[src/rtl/cfc_pkg.sv]
// Shared sizing for the coarse-fine combiner.
// Assumes: the channel count is at least 2.
package cfc_pkg;
    localparam int CFC_N_CH     = 8;
    localparam int CFC_COARSE_W = 4;
    localparam int CFC_FINE_W   = 7;
    localparam int CFC_OUT_W    = 10;
endpackage

[src/rtl/cfc_coarse_hold.sv]
// Assigns each strobed coarse estimate to the next channel in round-robin order
// and keeps it until that channel's residue is merged.
// Assumes: a channel's residue arrives before its next coarse strobe overwrites the estimate.
module cfc_coarse_hold #(
    parameter int N_CH     = cfc_pkg::CFC_N_CH,
    parameter int COARSE_W = cfc_pkg::CFC_COARSE_W
) (
    input  logic                     clk,
    input  logic                     rst_n,
    input  logic                     coarse_vld,
    input  logic [COARSE_W-1:0]      coarse_code,
    output logic [N_CH*COARSE_W-1:0] hold_flat
);
    localparam int CH_W = $clog2(N_CH);

    logic [CH_W-1:0]     wr_ptr;
    logic [COARSE_W-1:0] hold_q [N_CH];

    // Purpose: step the channel pointer on each strobe only.
    always_ff @(posedge clk) begin
        if (!rst_n)
            wr_ptr <= '0;
        else if (coarse_vld)
            wr_ptr <= (wr_ptr == CH_W'(N_CH - 1)) ? '0 : wr_ptr + 1'b1;
    end

    genvar g;
    generate
        for (g = 0; g < N_CH; g++) begin : g_hold
            // Purpose: capture the estimate for channel g when it is that channel's turn.
            always_ff @(posedge clk) begin
                if (!rst_n)
                    hold_q[g] <= '0;
                else if (coarse_vld && (wr_ptr == CH_W'(g)))
                    hold_q[g] <= coarse_code;
            end
            assign hold_flat[g*COARSE_W +: COARSE_W] = hold_q[g];
        end
    endgenerate

    p_ptr_idle_r9: assert property (@(posedge clk) disable iff (!rst_n)
        !coarse_vld |=> $stable(wr_ptr));
    p_ptr_step_r2: assert property (@(posedge clk) disable iff (!rst_n)
        coarse_vld |=> (wr_ptr != $past(wr_ptr)));
endmodule

[src/rtl/cfc_merge.sv]
// Merges one held coarse estimate with one residue into a clamped output word
// and flags a residue that lies outside its nominal window. Purely combinational.
// Assumes: FINE_W >= 2; the redundancy bit gives an offset of a quarter of the residue range.
module cfc_merge #(
    parameter int COARSE_W = cfc_pkg::CFC_COARSE_W,
    parameter int FINE_W   = cfc_pkg::CFC_FINE_W,
    parameter int OUT_W    = cfc_pkg::CFC_OUT_W
) (
    input  logic [COARSE_W-1:0] coarse,
    input  logic [FINE_W-1:0]   fine,
    output logic [OUT_W-1:0]    word,
    output logic                ovr
);
    localparam int SHIFT  = FINE_W - 1;
    localparam int OFFSET = 1 << (FINE_W - 2);
    localparam int WIN_HI = OFFSET + (1 << SHIFT) - 1;
    localparam int MAXV   = (1 << OUT_W) - 1;
    localparam int SW     = COARSE_W + FINE_W + 1;

    logic signed [SW-1:0] sum;

    // Purpose: weighted add with offset, then clamp into the output range.
    always_comb begin
        sum = $signed({{(SW-COARSE_W-SHIFT){1'b0}}, coarse, {SHIFT{1'b0}}})
            + $signed({{(SW-FINE_W){1'b0}}, fine})
            - $signed(SW'(OFFSET));
        if (sum < 0)
            word = '0;
        else if (sum > $signed(SW'(MAXV)))
            word = OUT_W'(MAXV);
        else
            word = sum[OUT_W-1:0];
    end

    // Purpose: out-of-window detection on the raw residue.
    assign ovr = (fine < FINE_W'(OFFSET)) || (fine > FINE_W'(WIN_HI));
endmodule

[src/rtl/cfc_reorder.sv]
// Parks each finished word in its channel slot and releases slots in strict
// round-robin channel order, one word per clock, through an output register.
// Assumes: a slot is released before the same channel writes it again.
module cfc_reorder #(
    parameter int N_CH  = cfc_pkg::CFC_N_CH,
    parameter int OUT_W = cfc_pkg::CFC_OUT_W
) (
    input  logic                  clk,
    input  logic                  rst_n,
    input  logic [N_CH-1:0]       wr_en,
    input  logic [N_CH*OUT_W-1:0] wr_word,
    input  logic [N_CH-1:0]       wr_ovr,
    output logic                  out_vld,
    output logic [OUT_W-1:0]      out_word,
    output logic                  out_ovr
);
    localparam int CH_W = $clog2(N_CH);

    logic [OUT_W-1:0] slot_w [N_CH];
    logic [N_CH-1:0]  slot_o;
    logic [N_CH-1:0]  full;
    logic [CH_W-1:0]  rd_ptr;
    logic             take;
    logic [N_CH-1:0]  take_vec;

    // Purpose: release is possible when the slot under the pointer holds a word.
    assign take = full[rd_ptr];

    genvar g;
    generate
        for (g = 0; g < N_CH; g++) begin : g_slot
            assign take_vec[g] = take && (rd_ptr == CH_W'(g));
            // Purpose: store a new word and track occupancy; a write outranks a release.
            always_ff @(posedge clk) begin
                if (!rst_n) begin
                    full[g]   <= 1'b0;
                    slot_w[g] <= '0;
                    slot_o[g] <= 1'b0;
                end else begin
                    full[g] <= wr_en[g] | (full[g] & ~take_vec[g]);
                    if (wr_en[g]) begin
                        slot_w[g] <= wr_word[g*OUT_W +: OUT_W];
                        slot_o[g] <= wr_ovr[g];
                    end
                end
            end
        end
    endgenerate

    // Purpose: output register and in-order pointer advance.
    always_ff @(posedge clk) begin
        if (!rst_n) begin
            rd_ptr   <= '0;
            out_vld  <= 1'b0;
            out_word <= '0;
            out_ovr  <= 1'b0;
        end else begin
            out_vld <= take;
            if (take) begin
                out_word <= slot_w[rd_ptr];
                out_ovr  <= slot_o[rd_ptr];
                rd_ptr   <= (rd_ptr == CH_W'(N_CH - 1)) ? '0 : rd_ptr + 1'b1;
            end
        end
    end

    p_reset_clear_r1: assert property (@(posedge clk) disable iff (!rst_n)
        $rose(rst_n) |-> (!out_vld && rd_ptr == '0));
    p_order_step_r6: assert property (@(posedge clk) disable iff (!rst_n)
        out_vld |-> (rd_ptr != $past(rd_ptr)));
    p_order_hold_r6: assert property (@(posedge clk) disable iff (!rst_n)
        !out_vld |-> $stable(rd_ptr));
    p_no_overrun_r6: assert property (@(posedge clk) disable iff (!rst_n)
        (wr_en & full & ~take_vec) == '0);
endmodule

[src/rtl/coarse_fine_combiner.sv]
// Top level: holds coarse estimates per channel, merges them with the residues,
// restores sample order, and registers raw residues for calibration.
// Assumes: each residue arrives 1 to N_CH cycles after its coarse strobe.
module coarse_fine_combiner #(
    parameter int N_CH     = cfc_pkg::CFC_N_CH,
    parameter int COARSE_W = cfc_pkg::CFC_COARSE_W,
    parameter int FINE_W   = cfc_pkg::CFC_FINE_W,
    parameter int OUT_W    = cfc_pkg::CFC_OUT_W
) (
    input  logic                   clk,
    input  logic                   rst_n,
    input  logic                   coarse_vld,
    input  logic [COARSE_W-1:0]    coarse_code,
    input  logic [N_CH-1:0]        fine_vld,
    input  logic [N_CH*FINE_W-1:0] fine_code,
    output logic                   out_vld,
    output logic [OUT_W-1:0]       out_word,
    output logic                   out_ovr,
    output logic [N_CH-1:0]        cal_vld,
    output logic [N_CH*FINE_W-1:0] cal_code
);
    logic [N_CH*COARSE_W-1:0] hold_flat;
    logic [N_CH*OUT_W-1:0]    merged;
    logic [N_CH-1:0]          merged_ovr;

    cfc_coarse_hold #(.N_CH(N_CH), .COARSE_W(COARSE_W)) u_hold (
        .clk(clk), .rst_n(rst_n), .coarse_vld(coarse_vld),
        .coarse_code(coarse_code), .hold_flat(hold_flat)
    );

    genvar g;
    generate
        for (g = 0; g < N_CH; g++) begin : g_merge
            cfc_merge #(.COARSE_W(COARSE_W), .FINE_W(FINE_W), .OUT_W(OUT_W)) u_merge (
                .coarse(hold_flat[g*COARSE_W +: COARSE_W]),
                .fine(fine_code[g*FINE_W +: FINE_W]),
                .word(merged[g*OUT_W +: OUT_W]),
                .ovr(merged_ovr[g])
            );
        end
    endgenerate

    cfc_reorder #(.N_CH(N_CH), .OUT_W(OUT_W)) u_reorder (
        .clk(clk), .rst_n(rst_n), .wr_en(fine_vld), .wr_word(merged),
        .wr_ovr(merged_ovr), .out_vld(out_vld), .out_word(out_word), .out_ovr(out_ovr)
    );

    // Purpose: registered copy of raw residues and their strobes for calibration.
    always_ff @(posedge clk) begin
        if (!rst_n) begin
            cal_vld  <= '0;
            cal_code <= '0;
        end else begin
            cal_vld <= fine_vld;
            for (int c = 0; c < N_CH; c++)
                if (fine_vld[c])
                    cal_code[c*FINE_W +: FINE_W] <= fine_code[c*FINE_W +: FINE_W];
        end
    end

    p_cal_follow_r8: assert property (@(posedge clk) disable iff (!rst_n)
        |fine_vld |=> |cal_vld);
endmodule

[config.mk]
export PLATFORM = sky130hd
export DESIGN_NAME = coarse_fine_combiner
export DESIGN_NICKNAME = d
export VERILOG_FILES = /design/src/rtl/cfc_pkg.sv /design/src/rtl/cfc_coarse_hold.sv /design/src/rtl/cfc_merge.sv /design/src/rtl/cfc_reorder.sv /design/src/rtl/coarse_fine_combiner.sv
export SDC_FILE = /design/constraint.sdc
export NUM_CORES = 1
export LEC_CHECK = 0
export BUFFER_PORTS_ARGS = -buffer_cell sky130_fd_sc_hd__buf_2
export CAP_MARGIN = 0
export CORE_MARGIN = 2
export CORE_UTILIZATION = 48
export DETAILED_ROUTE_END_ITERATION = 16
export HOLD_SLACK_MARGIN = 0.02
export PLACE_DENSITY_LB_ADDON = 0.25
export RECOVER_POWER = 100
export SLEW_MARGIN = 20
export SYNTH_ARGS = -nofsm -noshare
export SYNTH_HDL_FRONTEND = slang
export SYNTH_SLANG_ARGS = --single-unit
[constraint.sdc]
create_clock -name clk -period 5.3 [get_ports clk]
set_input_delay 1.06 -clock clk [delete_from_list [all_inputs] [get_ports clk]]
set_output_delay 1.06 -clock clk [all_outputs]
set_load 0.1 [all_outputs]
==> results of run 1 <==
[placed cells by master, fill, tap and decap left out, types with 32 or more instances in the layout]
cell      count
dfxtp_1      98
ha_1         60
o21a_1       80
inv_1        81
edfxtp_1    112
a21oi_1      32
nand2_1      53
buf_2        61
clkbuf_1     94
nor2b_1      68
mux2i_1      59
[registers in the layout (all words and copies together), names as in the netlist]
name,cells
u_reorder.out_ovr,1
u_reorder.slot_w,80
u_reorder.out_vld,1
u_reorder.full,8
u_reorder.out_word,10
cal_vld,8
u_hold.wr_ptr,3
u_reorder.rd_ptr,3
u_hold.hold_q,32
cal_code,56
u_reorder.slot_o,8
[routing by layer]
metal / share of wire (%) / wire length [µm] / up-vias
met4: 1.6 / 359 / 0
met3: 5.5 / 1240 / 25
li1: - / - / 3309
met5: 0 / 0 / -
met1: 48 / 10900 / 3233
met2: 45 / 10200 / 160
[cell type report]
cell class / count / area share (%)
tap: 275 / 2.92
sequential: 210 / 45.1
clock inverter: 8 / 0.286
timing repair buffer: 150 / 5.48
multi-input combinational: 534 / 38.0
inverter: 86 / 2.74
clock buffer: 33 / 5.45
[power groups by stage]
stage / clock, µW / sequential (µW) / combinational [µW]
floorplan: 0 / 2290 / 481
global placement: 0 / 1960 / 1030
detailed placement: 0 / 1960 / 1040
CTS: 1480 / 1930 / 1040
global route: 1550 / 1940 / 1100
finish: 1450 / 1930 / 1020
[tightest hold or removal path, delay by kind of cell (launching register included)]
family | cells | cell delay (ns)
flops | 1 | 0.32
simple gates | 1 | 0.09
mux | 1 | 0.06
[cells in the mapped netlist, types with 4 or more instances]
library cell / n
edfxtp_1: 112
dfxtp_1: 98
inv_1: 81
o21a_1: 80
nor2b_1: 68
ha_1: 60
mux2i_1: 59
nand2_1: 53
a21oi_1: 32
clkbuf_1: 26
mux4_2: 24
xor2_1: 24
and2_1: 22
and3_1: 18
a31oi_1: 17
nor2_1: 11
o21ai_1: 10
xnor2_1: 9
a21o_1: 8
fa_1: 8
o21ai_0: 8
o21bai_1: 8
inv_2: 5
buf_2: 4
buf_6: 4
[final timing paths]
check                      start                     to  slack (ns)  depth (start not counted)
max          u_reorder.rd_ptr[0]  u_reorder.out_word[8]        1.72                          5
max reg2reg  u_reorder.rd_ptr[0]  u_reorder.out_word[8]        1.72                          5
min                 cal_code[19]           cal_code[19]        0.51                          2
min reg2reg         cal_code[19]           cal_code[19]        0.51                          2
[metrics by stage]
stage / utilization (%) / instances
after global placement: 53.5 / 1255
after detailed placement: 53.5 / 1255
after global routing: 56.1 / 1296
final: 56.1 / 1296
after floorplan: - / 864
after CTS: 56.7 / 1296
[cells by family (layout without fill, tap and decap cells)]
group	count (synthesis)	after routing	synth area share (%)
DFF	210	210	51.7
and+or+nand+nor	177	177	9.17
AOI/OAI and AO/OA	169	169	11.2
buffers and inverters	120	277	4.71
muxes	87	87	11.5
adders and majority gates	68	68	8.85
xor gates and xnor gates	33	33	2.81
==> impl_metrics.env, run 1 <==
export IMPL_timing_setup_tns_ns=0
export IMPL_setup_viol=0
export IMPL_pin_count=147
export IMPL_grt_pass1_wl_um=35300
export IMPL_synth_top_area_share_pct=32.7
export IMPL_avgViaCountPerCell=5.19
export IMPL_syn_nets=1003
export IMPL_use_met3_pct=2.82
export IMPL_finalCritPeriodShare_pct=67.6
export IMPL_syn_inst=864
export IMPL_min_path_type="flip-flop to flip-flop"
export IMPL_irDropWorstVdd_mv=0.204
export IMPL_fmax_ghz=0.279
export IMPL_wl_per_cell_um=17.5
export IMPL_setup_worst_path_start_class="flip-flop"
export IMPL_syn_area_um2=10300
export IMPL_pre_cts_ws_ns=1.83
export IMPL_detailroute_via_count=6727
export IMPL_grt_overflow=0
export IMPL_hold_viol=0
export IMPL_antenna_found_initial=0
export IMPL_powerDensity_nw_per_um2=372
export IMPL_power_internal_uw=2990
export IMPL_end_kind="flip-flop"
export IMPL_yosysWarningCount=0
export IMPL_die_x_um=150
export IMPL_critical_path_top_delay_family="buffers and inverters"
export IMPL_finalInstanceArea_um2=11800
export IMPL_path_buf_inv=2
export IMPL_final_max_slew_viol_count=29
export IMPL_drtPass1Iterations=4
export IMPL_postCtsSetupBuffers=0
export IMPL_rsz0062_at_grt="false"
export IMPL_switching_share_pct=32.0
export IMPL_outcome="finished, violations left"
export IMPL_rows=53
export IMPL_p_total_uw=4390
export IMPL_grt_max_degree=88
export IMPL_p_seq_share_pct=44.0
export IMPL_nFillCells=1832
export IMPL_worst_pin_slew_ns=2.07
export IMPL_antenna_left=0
export IMPL_design_core_area_um2=21000
export IMPL_grt_util_met2_pct=31.5
export IMPL_cts_tree="yes"
export IMPL_use_met1_pct=29.7
export IMPL_cts_htree_levels=1
export IMPL_crit_chain="clkbuf_1, inv_1, mux4_2, o21ai_0, a31oi_1"
export IMPL_cap_violations=1
export IMPL_dieArea_um2=22600
export IMPL_post_cts_resize_count=0
export IMPL_clkTransAtPathRegs_ns=0.06
export IMPL_grt_busiest_layer="met2"
export IMPL_drt_iter0_markers=425
export IMPL_clock_power_share_pct=32.9
export IMPL_ys_types=35
export IMPL_drive_above_1_share_pct=12.2
export IMPL_start_util_pct=49.0
export IMPL_area_growth_pct=14.6
export IMPL_critPathMaxFanout=28
export IMPL_violations="capacitance limit, slew limit"
export IMPL_async_flop_share_pct=0
export IMPL_synth_area_leaders="edfxtp_1, dfxtp_1, ha_1"
export IMPL_numPortBuffers=146
export IMPL_grt_pass1_vias=6538
export IMPL_grt_usage_pct=20.2
export IMPL_ff_latch_area_um2=5330
export IMPL_switching_power_uw=1400
export IMPL_die_height_um=150
export IMPL_multiInputGateArea_um2=4480
export IMPL_numCtsBuffers=23
export IMPL_clkSinkCount=210
export IMPL_wirelength_um=22700
export IMPL_p_leak_uw=0.00500
export IMPL_yosysTopAreaCell="edfxtp_1"
export IMPL_antenna_cells=0
export IMPL_synth_seq_cells=210
export IMPL_period_minus_slack_ns=3.58
export IMPL_placed_cell_area_um2=11200
export IMPL_cp_arrival_ns=3.94
export IMPL_worst_slack_ns=1.72
export IMPL_max_stage_delay_ns=1.48
export IMPL_cts_max_path_buffers=3
export IMPL_fin_hold_ws_ns=0.509
export IMPL_hpwl_um=16900
export IMPL_finClkSkew_ns=0.00657
export IMPL_root_buffer="clkbuf_16"
export IMPL_crit_slowest_cell="clkbuf_1"
export IMPL_slew_headroom_pct=-38.1
export IMPL_syn_area_per_cell_um2=11.9
export IMPL_combPwrFrac_pct=23.1
export IMPL_drc_errors=0
export IMPL_nets=1144
export IMPL_worstSetupPathType="flip-flop to flip-flop"
export IMPL_synth_sequential_area_ratio_pct=51.7
export IMPL_cp_required_ns=5.65
export IMPL_synth_top_flop_cell="edfxtp_1"
export IMPL_gp_congestion=0.827
export IMPL_clk_latency_ns=0.50
export IMPL_synth_edff_count=112
export IMPL_cts_hold_buf=0
Power figures use the tool's default switching activity.
==> inputs of run 2 (changes only) <==
- clock period: 5.3 -> 2.9 ns (I/O delays scaled with it)
==> run 2 against run 1 <==
Net effect: the run now ends clean; sequential power is 84% higher; register-to-register slack worse by 1.5 ns; flip-flop and latch count stayed put; routed wire length is 3.6% higher; critical path depth is 4 higher; die area stayed put; clock-buffer cell count is 8 lower; sequential share of layout area is 1.1 points lower; critical path type unchanged; critical endpoint is now u_reorder.slot_w[6][8]; largest cell class unchanged; largest power group unchanged.
==> impl_metrics.env, run 2 (same netlist as run 1, synthesis figures left out) <==
export IMPL_outcome="finished, final reports clean"
export IMPL_clock_power_share_pct=37.6
export IMPL_antenna_cells=0
export IMPL_final_cell_mix="edfxtp_1, dfxtp_1, clkbuf_1"
export IMPL_pre_cts_ws_ns=-0.100
export IMPL_dieArea_um2=22600
export IMPL_nFillCells=1806
export IMPL_layout_commonest_cell="edfxtp_1"
export IMPL_irDropWorstVdd_mv=0.665
export IMPL_cap_violations=0
export IMPL_cts_htree_levels=1
export IMPL_grt_pass1_wl_um=36500
export IMPL_clkTransAtPathRegs_ns=0.06
export IMPL_detailroute_via_count=6815
export IMPL_fmax_ghz=0.373
export IMPL_cts_hold_buf=0
export IMPL_grt_overflow=0
export IMPL_largest_reg_flops=80
export IMPL_grt_max_degree=31
export IMPL_drtPass1Iterations=4
export IMPL_drt_iter0_markers=415
export IMPL_rows=53
export IMPL_post_cts_resize_count=0
export IMPL_worst_slack_ns=0.218
export IMPL_antenna_found_initial=0
export IMPL_drc_errors=0
export IMPL_largest_register="u_reorder.slot_w"
export IMPL_numPortBuffers=146
export IMPL_numCtsBuffers=23
export IMPL_post_place_cells=1271
export IMPL_wirelength_um=23500
export IMPL_slew_headroom_pct=16.4
export IMPL_die_height_um=150
export IMPL_reg_top3="u_reorder.slot_w x80, cal_code x56, u_hold.hold_q x32"
export IMPL_start_util_pct=49.0
export IMPL_finClkSkew_ns=0.00999
export IMPL_cts_tree="yes"
export IMPL_worstSetupPathType="flip-flop to flip-flop"
export IMPL_grt_pass1_vias=6714
export IMPL_combPwrFrac_pct=21.5
export IMPL_p_seq_share_pct=40.9
export IMPL_stdcell_count=1312
export IMPL_worst_pin_slew_ns=1.25
export IMPL_hpwl_um=17800
export IMPL_wl_per_cell_um=17.9
export IMPL_root_buffer="clkbuf_16"
export IMPL_pin_count=147
export IMPL_drive_above_1_share_pct=15.1
export IMPL_antenna_left=0
export IMPL_power_internal_uw=6050
export IMPL_timing_setup_tns_ns=0
export IMPL_rrSetupSlack_ns=0.22
export IMPL_design_core_area_um2=21000
export IMPL_rsz0062_at_grt="false"
export IMPL_grt_usage_pct=20.9
export IMPL_cp_arrival_ns=3.05
export IMPL_gp_congestion=0.852
export IMPL_nets=1160
export IMPL_clkSinkCount=210
export IMPL_area_growth_pct=17.5
export IMPL_cp_required_ns=3.27
export IMPL_fin_util_pct=57.5
export IMPL_end_kind="flip-flop"
export IMPL_powerDensity_nw_per_um2=719
export IMPL_p_leak_uw=0.00518
export IMPL_critPathMaxFanout=10
export IMPL_die_x_um=150
export IMPL_cts_max_path_buffers=3
export IMPL_final_max_slew_viol_count=0
export IMPL_clk_latency_ns=0.50
export IMPL_setup_viol=0
export IMPL_switching_power_uw=2650
export IMPL_setup_worst_path_start_class="flip-flop"
export IMPL_min_path_type="primary input to flip-flop"
export IMPL_finalCritPeriodShare_pct=92.5
export IMPL_placed_cell_area_um2=11400
export IMPL_hold_viol=0
export IMPL_switching_share_pct=30.5
export IMPL_finalInstanceArea_um2=12100
export IMPL_period_minus_slack_ns=2.68
export IMPL_postCtsSetupBuffers=0
export IMPL_avgViaCountPerCell=5.19
run 2: cell count changes in the layout (fill, tap and decap cells not counted), sizes merged:
cell	delta
buf	+21
clkbuf	-13
bufinv	+7
clkinv	-2
clkinvlp	+2
inv	+1
run 2: area by class of cell:
class,instances,area [µm²],share of cell area [%]
clock buffers,25,593,4.90
clock inverters,16,258,2.13
inverters,86,323,2.67
multi-input cells,534,4490,37.1
flip-flops and latches,210,5330,44.0
well taps,275,344,2.84
repair buffers,166,766,6.33
run 2: metal layers:
| layer | global-route usage (%) | share of wire, % | routed length, µm | vias to the layer above |
|---|---|---|---|---|
| li1 | - | - | - | 3330 |
| met1 | 31.6 | 49 | 11400 | 3287 |
| met2 | 32.6 | 45 | 10500 | 172 |
| met3 | 2.76 | 5.5 | 1290 | 26 |
| met4 | 4.01 | 1.2 | 283 | 0 |
| met5 | 0 | 0 | 0 | - |
run 2: path summary, 6_finish.rpt:
path                       startpoint                      to  cells after the start
setup / recovery  u_hold.hold_q[1][8]  u_reorder.slot_w[6][8]                      9
setup reg to reg  u_hold.hold_q[1][8]  u_reorder.slot_w[6][8]                      9
hold reg to reg   u_reorder.slot_o[3]     u_reorder.slot_o[3]                      2
hold / removal           fine_code[8]             cal_code[8]                      3
run 2: worst max-delay path, stage by stage (launching register included):
cell	delay, ns
edfxtp_1	0.37
inv_1	0.06
ha_1	0.28
inv_1	0.04
ha_1	0.19
fa_1	0.40
a21oi_1	0.15
o21bai_1	0.09
xnor2_1	0.74
o21a_1	0.23
run 2: power by group through the flow:
stage | registers [µW] | logic (µW) | clock network [µW]
after floorplan | 4180 | 879 | 0
after global placement | 3610 | 1880 | 0
after detailed placement | 3610 | 1900 | 0
after CTS | 3560 | 1910 | 3310
after global routing | 3580 | 2000 | 3430
final | 3560 | 1870 | 3270
run 2: stage by stage:
step / power [µW] / hold WS, ns
after floorplan: 5060 / 0.475
after global placement: 5490 / 0.491
after detailed placement: 5510 / 0.497
final: 8700 / 0.358
after CTS: 8770 / 0.347
after global routing: 9020 / 0.359
==> inputs of run 3 (changes only) <==
- PLACE_DENSITY: unset -> 0.75
- PLACE_DENSITY_LB_ADDON: 0.25 -> unset
==> run 3 against run 2 <==
Net effect: setup slack improved by 0.017 ns; combinational power barely moved; sequential power barely moved; flip-flop and latch count did not move; critical endpoint is now u_reorder.slot_w[5][8]; largest power group unchanged; highest routed layer unchanged.
==> impl_metrics.env, run 3 (same netlist as run 1, synthesis figures left out) <==
export IMPL_setup_worst_path_start_class="flip-flop"
export IMPL_ff_latch_area_um2=5330
export IMPL_reg2reg_from="u_hold.hold_q[1][4]"
export IMPL_fin_util_pct=57.1
export IMPL_cts_htree_levels=1
export IMPL_worst_pin_slew_ns=1.26
export IMPL_grt_overflow=0
export IMPL_wirelength_um=23500
export IMPL_post_cts_resize_count=0
export IMPL_hpwl_um=17400
export IMPL_start_util_pct=49.0
export IMPL_nFillCells=1761
export IMPL_rrSetupSlack_ns=0.23
export IMPL_end_kind="flip-flop"
export IMPL_finalCritPeriodShare_pct=91.9
export IMPL_rsz0062_at_grt="false"
export IMPL_hp_start="fine_vld[1]"
export IMPL_r2r_end="u_reorder.slot_w[5][8]"
export IMPL_drt_iter0_markers=435
export IMPL_worst_slack_ns=0.235
export IMPL_antenna_left=0
export IMPL_clkTransAtPathRegs_ns=0.06
export IMPL_powerDensity_nw_per_um2=704
export IMPL_setup_viol=0
export IMPL_rr_worst_depth=9
export IMPL_drc_errors=0
export IMPL_numCtsBuffers=23
export IMPL_wl_met1_um=10500
export IMPL_design_core_area_um2=21000
export IMPL_detailroute_via_count=6892
export IMPL_whs_endpoint="cal_vld[1]"
export IMPL_pin_count=147
export IMPL_wl_met3_um=1500
export IMPL_fmax_ghz=0.375
export IMPL_critPathMaxFanout=10
export IMPL_top_layer_used="met4"
export IMPL_cts_hold_buf=0
export IMPL_reg_top3="u_reorder.slot_w x80, cal_code x56, u_hold.hold_q x32"
export IMPL_period_minus_slack_ns=2.67
export IMPL_root_buffer="clkbuf_16"
export IMPL_outcome="finished, final reports clean"
export IMPL_p_leak_uw=0.00512
export IMPL_worstSetupPathType="flip-flop to flip-flop"
export IMPL_die_height_um=150
export IMPL_drtPass1Iterations=5
export IMPL_multiInputGateArea_um2=4480
export IMPL_cp_arrival_ns=3.05
export IMPL_cts_max_path_buffers=3
export IMPL_pre_cts_ws_ns=-0.0752
export IMPL_clk_latency_ns=0.52
export IMPL_postCtsSetupBuffers=0
export IMPL_area_growth_pct=16.6
export IMPL_avgViaCountPerCell=5.25
export IMPL_irDropWorstVdd_mv=0.306
export IMPL_wl_met2_um=11200
export IMPL_cts_tree="yes"
export IMPL_hold_viol=0
export IMPL_finClkSkew_ns=0.0168
export IMPL_slew_headroom_pct=16.1
export IMPL_nets=1159
export IMPL_grt_usage_pct=20.9
export IMPL_gp_congestion=0.830
export IMPL_cap_violations=0
export IMPL_cp_required_ns=3.28
export IMPL_rows=53
export IMPL_numPortBuffers=146
export IMPL_wl_per_cell_um=17.9
export IMPL_antenna_found_initial=0
export IMPL_largest_register="u_reorder.slot_w"
export IMPL_antenna_cells=0
export IMPL_grt_pass1_wl_um=36300
export IMPL_final_cell_mix="edfxtp_1, dfxtp_1, clkbuf_1"
export IMPL_final_max_slew_viol_count=0
export IMPL_dieArea_um2=22600
export IMPL_grt_pass1_vias=6736
export IMPL_die_x_um=150
export IMPL_grt_max_degree=44
export IMPL_min_path_type="primary input to flip-flop"
export IMPL_layout_commonest_cell="edfxtp_1"
export IMPL_largest_reg_flops=80
export IMPL_drive_above_1_share_pct=14.1
export IMPL_clkSinkCount=210
export IMPL_min_path_cells=3
[run 3: changes by cell type in the layout (fill, tap and decap cells not counted), sizes merged]
cell / change
clkbuf: +9
buf: -7
bufinv: -3
clkinv: +1
[run 3: stage by stage]
| step | instance area [µm²] | std cells | hold WS (ns) | power (µW) | setup TNS, ns |
|---|---|---|---|---|---|
| final | 12000 | 1312 | 0.309 | 8450 | 0 |
| after detailed placement | 11400 | 1270 | 0.501 | 5510 | -0.894 |
| after global routing | 12000 | 1312 | 0.320 | 8770 | 0 |
| after CTS | 12100 | 1312 | 0.308 | 8540 | 0 |
| after global placement | 11400 | 1270 | 0.488 | 5470 | -0.0544 |
| after floorplan | 10300 | 864 | 0.475 | 5060 | 0 |
[run 3: critical path: stages (launching register included)]
cell and delay [ns]:
edfxtp_1 0.33, inv_1 0.06, ha_1 0.26, inv_1 0.04, ha_1 0.20, fa_1 0.39, a21oi_1 0.14, o21bai_1 0.09
xnor2_1 0.78, o21a_1 0.24
[run 3: report_power, final]
part	internal (µW)	switching, µW	total (µW)	leakage (µW)
Combinational	538	1330	1870	0.00271
Sequential	3400	138	3540	0.00202
Clock	1840	1200	3040	0.000379
[run 3: how the worst max path moves through the flow]
stage                                   start                     end  slack [ns]
after global routing      u_hold.hold_q[1][4]  u_reorder.slot_w[5][8]        0.12
after floorplan                 fine_code[27]  u_reorder.slot_w[3][8]        0.42
final                     u_hold.hold_q[1][4]  u_reorder.slot_w[5][8]        0.23
after global placement          fine_code[55]  u_reorder.slot_w[7][8]       -0.02
after detailed placement        fine_code[41]  u_reorder.slot_w[5][8]       -0.08
after CTS                 u_hold.hold_q[1][4]  u_reorder.slot_w[5][8]        0.27
[run 3: area by class of cell]
type / count / share of cell area [%]
clock buffers: 28 / 5.03
clock inverters: 14 / 1.47
inverters: 86 / 2.69
multi-input cells: 534 / 37.4
flip-flops and latches: 210 / 44.4
well taps: 275 / 2.87
repair buffers: 165 / 6.22
[run 3: per-layer routing]
| metal | up-vias | global-route usage (%) |
|---|---|---|
| li1 | 3332 | - |
| met1 | 3342 | 29.3 |
| met2 | 191 | 34.4 |
| met3 | 27 | 3.00 |
| met4 | 0 | 5.00 |
| met5 | - | 0 |
